--- src/rtl/addseq_pkg.sv ---
package addseq_pkg;
  typedef struct packed {
    logic clr;
    logic ld1;
    logic ld2;
  } strobe_t;
endpackage

--- src/rtl/addseq_ctrl_onehot.sv ---
module addseq_ctrl_onehot
  import addseq_pkg::*;
(
  input  logic    clk,
  input  logic    rst,
  input  logic    start,
  input  logic    condZ,
  output strobe_t strobes
);
  localparam int NS = 3;
  localparam int IA = 0;
  localparam int IB = 1;
  localparam int IC = 2;

  logic [NS-1:0] stateFf;
  logic [NS-1:0] nextFf;
  logic idleStay, idleGo, sumStay, sumDone;

  // decision at A: demux on start, enabled by the A flip-flop
  assign idleStay = stateFf[IA] & ~start;
  assign idleGo   = stateFf[IA] &  start;
  // decision at C: demux on condZ, enabled by the C flip-flop
  assign sumStay  = stateFf[IC] & ~condZ;
  assign sumDone  = stateFf[IC] &  condZ;

  // joining paths are ORed into each flip-flop input
  always_comb begin
    nextFf     = '0;
    nextFf[IA] = idleStay | sumDone;
    nextFf[IB] = idleGo;
    nextFf[IC] = stateFf[IB] | sumStay;
  end

  always_ff @(posedge clk) begin
    if (rst) stateFf <= NS'(1 << IA);
    else     stateFf <= nextFf;
  end

  assign strobes.clr = stateFf[IA];
  assign strobes.ld1 = stateFf[IB];
  assign strobes.ld2 = stateFf[IC];
endmodule

--- src/rtl/addseq_ctrl_coded.sv ---
module addseq_ctrl_coded
  import addseq_pkg::*;
(
  input  logic    clk,
  input  logic    rst,
  input  logic    start,
  input  logic    condZ,
  output strobe_t strobes
);
  localparam int CW = 2;
  localparam int ND = 1 << CW;

  logic [CW-1:0] stateReg;
  logic [ND-1:0] dec;
  logic d0, d1;

  // 2-to-4 decoder on the sequence register
  generate
    for (genvar i = 0; i < ND; i++) begin : g_dec
      assign dec[i] = (stateReg == CW'(i));
    end
  endgenerate

  // code 11 decodes to none of A, B, C, so both bits fall to 0
  assign d0 = dec[0] & start;
  assign d1 = dec[1] | (dec[2] & ~condZ);

  always_ff @(posedge clk) begin
    if (rst) stateReg <= '0;
    else     stateReg <= {d1, d0};
  end

  assign strobes.clr = dec[0];
  assign strobes.ld1 = dec[1];
  assign strobes.ld2 = dec[2];
endmodule

--- src/rtl/addseq_datapath.sv ---
module addseq_datapath
  import addseq_pkg::*;
#(
  parameter int W = 8
) (
  input  logic         clk,
  input  logic         rst,
  input  strobe_t      strobes,
  input  logic [W-1:0] opA,
  input  logic [W-1:0] opB,
  output logic [W:0]   sum
);
  localparam int SW = W + 1;

  logic [W-1:0]  regA, regB;
  logic [SW-1:0] regSum;

  always_ff @(posedge clk) begin
    if (rst || strobes.clr) begin
      regA   <= '0;
      regB   <= '0;
      regSum <= '0;
    end else begin
      if (strobes.ld1) begin
        regA <= opA;
        regB <= opB;
      end
      if (strobes.ld2) regSum <= SW'(regA) + SW'(regB);
    end
  end

  assign sum = regSum;
endmodule

--- src/rtl/addseq_top.sv ---
module addseq_top
  import addseq_pkg::*;
#(
  parameter int W = 8
) (
  input  logic         clk,
  input  logic         rst,
  input  logic         start,
  input  logic [W-1:0] opA,
  input  logic [W-1:0] opB,
  input  logic         condZ,
  output logic [W:0]   sum,
  output logic         clear,
  output logic         load1,
  output logic         load2,
  output logic         encClear,
  output logic         encLoad1,
  output logic         encLoad2
);
  strobe_t ohStrobes;
  strobe_t encStrobes;

  addseq_ctrl_onehot u_onehot (
    .clk(clk), .rst(rst), .start(start), .condZ(condZ), .strobes(ohStrobes)
  );

  addseq_ctrl_coded u_coded (
    .clk(clk), .rst(rst), .start(start), .condZ(condZ), .strobes(encStrobes)
  );

  addseq_datapath #(.W(W)) u_dp (
    .clk(clk), .rst(rst), .strobes(ohStrobes), .opA(opA), .opB(opB), .sum(sum)
  );

  assign clear    = ohStrobes.clr;
  assign load1    = ohStrobes.ld1;
  assign load2    = ohStrobes.ld2;
  assign encClear = encStrobes.clr;
  assign encLoad1 = encStrobes.ld1;
  assign encLoad2 = encStrobes.ld2;
endmodule

--- config.mk ---
export PLATFORM = sky130hd
export DESIGN_NAME = addseq_top
export DESIGN_NICKNAME = d
export VERILOG_FILES = /design/src/rtl/addseq_pkg.sv /design/src/rtl/addseq_ctrl_onehot.sv /design/src/rtl/addseq_ctrl_coded.sv /design/src/rtl/addseq_datapath.sv /design/src/rtl/addseq_top.sv
export SDC_FILE = /design/constraint.sdc
export NUM_CORES = 1
export LEC_CHECK = 0
export BUFFER_PORTS_ARGS = -buffer_cell sky130_fd_sc_hd__buf_4
export CORE_AREA = 2 2 59 61
export DETAILED_ROUTE_END_ITERATION = 12
export DIE_AREA = 0 0 61 63
export GPL_TIMING_DRIVEN = 0
export PLACE_DENSITY = 0.66
export SLEW_MARGIN = 20
export SYNTH_ARGS = -nofsm -noshare
export SYNTH_HDL_FRONTEND = slang
export SYNTH_HIERARCHICAL = 1
export SYNTH_SLANG_ARGS = --single-unit
--- constraint.sdc ---
create_clock -name clk -period 2.37 [get_ports clk]
set_input_delay 0.1185 -clock clk [delete_from_list [all_inputs] [get_ports clk]]
set_output_delay 0.1185 -clock clk [all_outputs]
set_load 0.05 [all_outputs]
==> summary.md <==
| Metric | Value |
|---|---|
| Outcome | `completed` |
| Comb pwr share | `14.0%` |
| Initial Util | `43.4%` |
| Area grow syn2layout | `26.2%` |
| Total iterations of the first detailed-routing run | `4` |
| Fmax | `518 MHz` |
| Row cnt | `21` |
| Register bit total from synthesis | `30` |
| VDD IR max | `approximately 0.37 mV` |
| Largest net degree at the start of global routing | `11` |
| Worst-path maximum fanout | `3` |
| Multi-input gate area | `749 um2` |
| Layout Skew | `0.00679 ns` |
| Drt via density | `~5` |
| CORE AREA | `between 3000 and 4000 um2` |
| Vias post-DR | `1175` |
| Sequential share of power | `56.6%` |
| Hold Path Class | `input port to register` |
| Power share of the clock group | `29.4%` |
| FILL cells | `298` |
| PostCTS Resize Cnt | `0` |
| Sw frac | `25.8%` |
| Register Area | `601 um2` |
| Total Routing Usage GR | `17.2%` |
| Fin crit period | `between 1.5 and 2 ns` |
| Final WS setup | `0.438 ns` |
| Max-cap viol count | `0` |
| Fin util | `54.8%` |
| Register area share after synthesis | `42.8%` |
| WP data required | `2.58 ns` |
| Most common cell after layout, fill and taps aside | `buf_4` |
| CTS tree | `yes` |
| P_sw | `238 uW` |
| Die ar. | `approximately 3800 um2` |
| CP Class | `register to register` |
| Final Hold Viols | `0` |
| Layout Nets | `about 220` |
| DR WL/cell | `12.0 um` |
| Fraction of layout cells with a size suffix above 1 | `26.3%` |
| Final Cycle Share | `81.5%` |
| Distinct cells, synth | `34` |
| Maximum clock insertion buffer count | `2` |
| RSZ-0062 raised after global routing | `false` |
| Actual slew at the worst max-slew pin | `~0.5 ns` |
| Final setup viols | `0` |
| CTS root buf | `clkbuf_4` |
| Initial DRC Count | `34` |
| Most frequent cells in the layout | `buf_4 (35), dfxtp_1 (30), nor2_1 (26), mux2i_1 (18), a21oi_1 (9)` |
| Synthesized area | `roughly 1400 um2` |
| CTS buffer count | `5` |
| Num ports | `35` |
| Die span in x | `61 um` |
| I/O Buffers | `34` |
| Critical Path AT | `between 2 and 2.5 ns` |
| Synthesized net count | `177` |
| Die span in y | `63 um` |
| Synth Instances | `148` |
| Number of remaining DRC errors | `0` |
| CTS clock-pin slew for the worst setup and hold paths | `0.08 ns` |
| Syn avg cell area | `9.48 um2` |
| Initial antenna violation count | `0` |
| Design area | `roughly 1800 um2` |
| Htree depth | `2` |
| Sink Count | `30` |
| DRT antenna net count | `0` |
| Diode count | `0` |
| Placer Congestion | `approximately 0.95` |
| Lkg Pwr | `slightly below 0.0008 uW` |
| Congestion Overflow GR | `0` |
| Vias in the first global route | `between 1000 and 1500` |
| PwrDens | `521 nW/um2` |
| Detailed Place HPWL | `2180 um` |
| Max-slew violations | `0` |
| Placement Cell Area | `~1700 um2` |
| Skew-Pair Late Insertion Delay | `0.32 ns` |
| Synth Warn # | `6` |
| Critical Path End Type | `register` |
| DP Worst Slack | `0.475 ns` |
| First-pass GRT wire length | `4970 um` |
| Setup TNS | `0 ns` |
| Power Total | `922 uW` |
| Cell internal pwr | `684 uW` |
| Rel. slew slack | `around 67%` |
| Worst setup SP type | `register` |
| Routed wire length | `2830 um` |
power groups by stage:
stage	sequential [uW]	clock (uW)	combinational [uW]
after floorplan	545	0	67.5
after global placement	533	0	127
after detailed placement	533	0	129
after CTS	522	283	131
after global routing	523	307	141
final	522	271	129
cells by family (layout without fill, tap and decap cells):
| logic type | after synthesis | in the layout | synth area share, % |
|---|---|---|---|
| xor gates and xnor gates | 1 | 1 | 0.625 |
| muxes | 18 | 18 | 12.8 |
| AOI/OAI and AO/OA | 27 | 27 | 13.0 |
| and+or+nand+nor | 51 | 51 | 18.4 |
| buffers and inverters | 12 | 54 | 3.75 |
| DFF | 30 | 30 | 42.8 |
| adders and majority gates | 9 | 9 | 8.56 |
metrics by stage:
step / std cells / hold slack, ns
2_1_floorplan: 148 / 0.188
3_3_place_gp: 228 / 0.326
3_5_place_dp: 228 / 0.333
4_1_cts: 236 / 0.0140
5_1_grt: 236 / 0.0204
6_report: 236 / 0.0254
sequential cells by signal (all words and copies together) (netlist names):
signal,count
u_dp/sum,9
u_dp/regA,8
u_dp/regB,8
u_onehot/stateFf,3
u_coded/stateReg,2
synthesized netlist by cell type:
library cell  number  area share (%)
a211o_1            1            0.62
a211o_2            1            0.71
a211oi_1           2             1.1
a21o_1             1            0.54
a21o_2             1            0.62
a21oi_1            9             3.2
a21oi_2            1            0.62
a221o_1            1            0.71
a22o_1             1            0.62
a41o_1             1            0.71
and3_1             1            0.45
and3_2             1            0.54
buf_2              3             1.1
buf_4              1            0.54
clkbuf_1           3            0.80
dfxtp_1           30              43
fa_1               1             1.4
ha_1               8             7.1
inv_1              5             1.3
mux2i_1           18              13
nand2_1            4             1.1
nand2b_1           4             1.8
nand3_1            6             2.1
nand3b_1           2             1.1
nor2_1            26             7.0
nor2b_4            2             2.0
nor3b_1            2             1.1
o2111ai_1          1            0.62
o21a_1             1            0.54
o21ai_0            5             1.8
o221ai_1           1            0.62
or2_2              1            0.45
or3_1              2            0.89
xnor2_1            1            0.62
final timing paths:
check / startpoint / endpoint / slack (ns) / cells past startpoint
max: u_dp/regA[0] / u_dp/sum[6] / 0.44 / 6
min: opA[1] / u_dp/regA[1] / 0.03 / 3
max reg2reg: u_dp/regA[0] / u_dp/sum[6] / 0.44 / 6
min reg2reg: u_dp/sum[3] / u_dp/sum[3] / 0.48 / 2
worst max-delay path: stages (launching register included):
cell and delay, ns:
dfxtp_1 0.32, ha_1 0.22, fa_1 0.44, a211o_2 0.37
a21oi_1 0.14, o21ai_0 0.10, a41o_1 0.24
cell type report:
cell class	instances	share of cell area (%)
clock buffers	7	2.54
flip-flops and latches	30	33.9
plain buffers	7	1.91
inverters	5	1.06
well taps	46	3.25
multi-input cells	106	42.3
repair buffers	35	15.0
layer usage:
layer  GRT usage, %  wire length [um]
met1           19.7              1250
met2           28.1              1330
met3           6.83               198
met4           6.52                48
met5              0                 0
what timing repair did:
item                      in CTS  in global routing
setup buffers                  0                  0
hold endpoints to repair       2                  0
hold buffers                   1                  0
(Power assumes the default switching activity.)
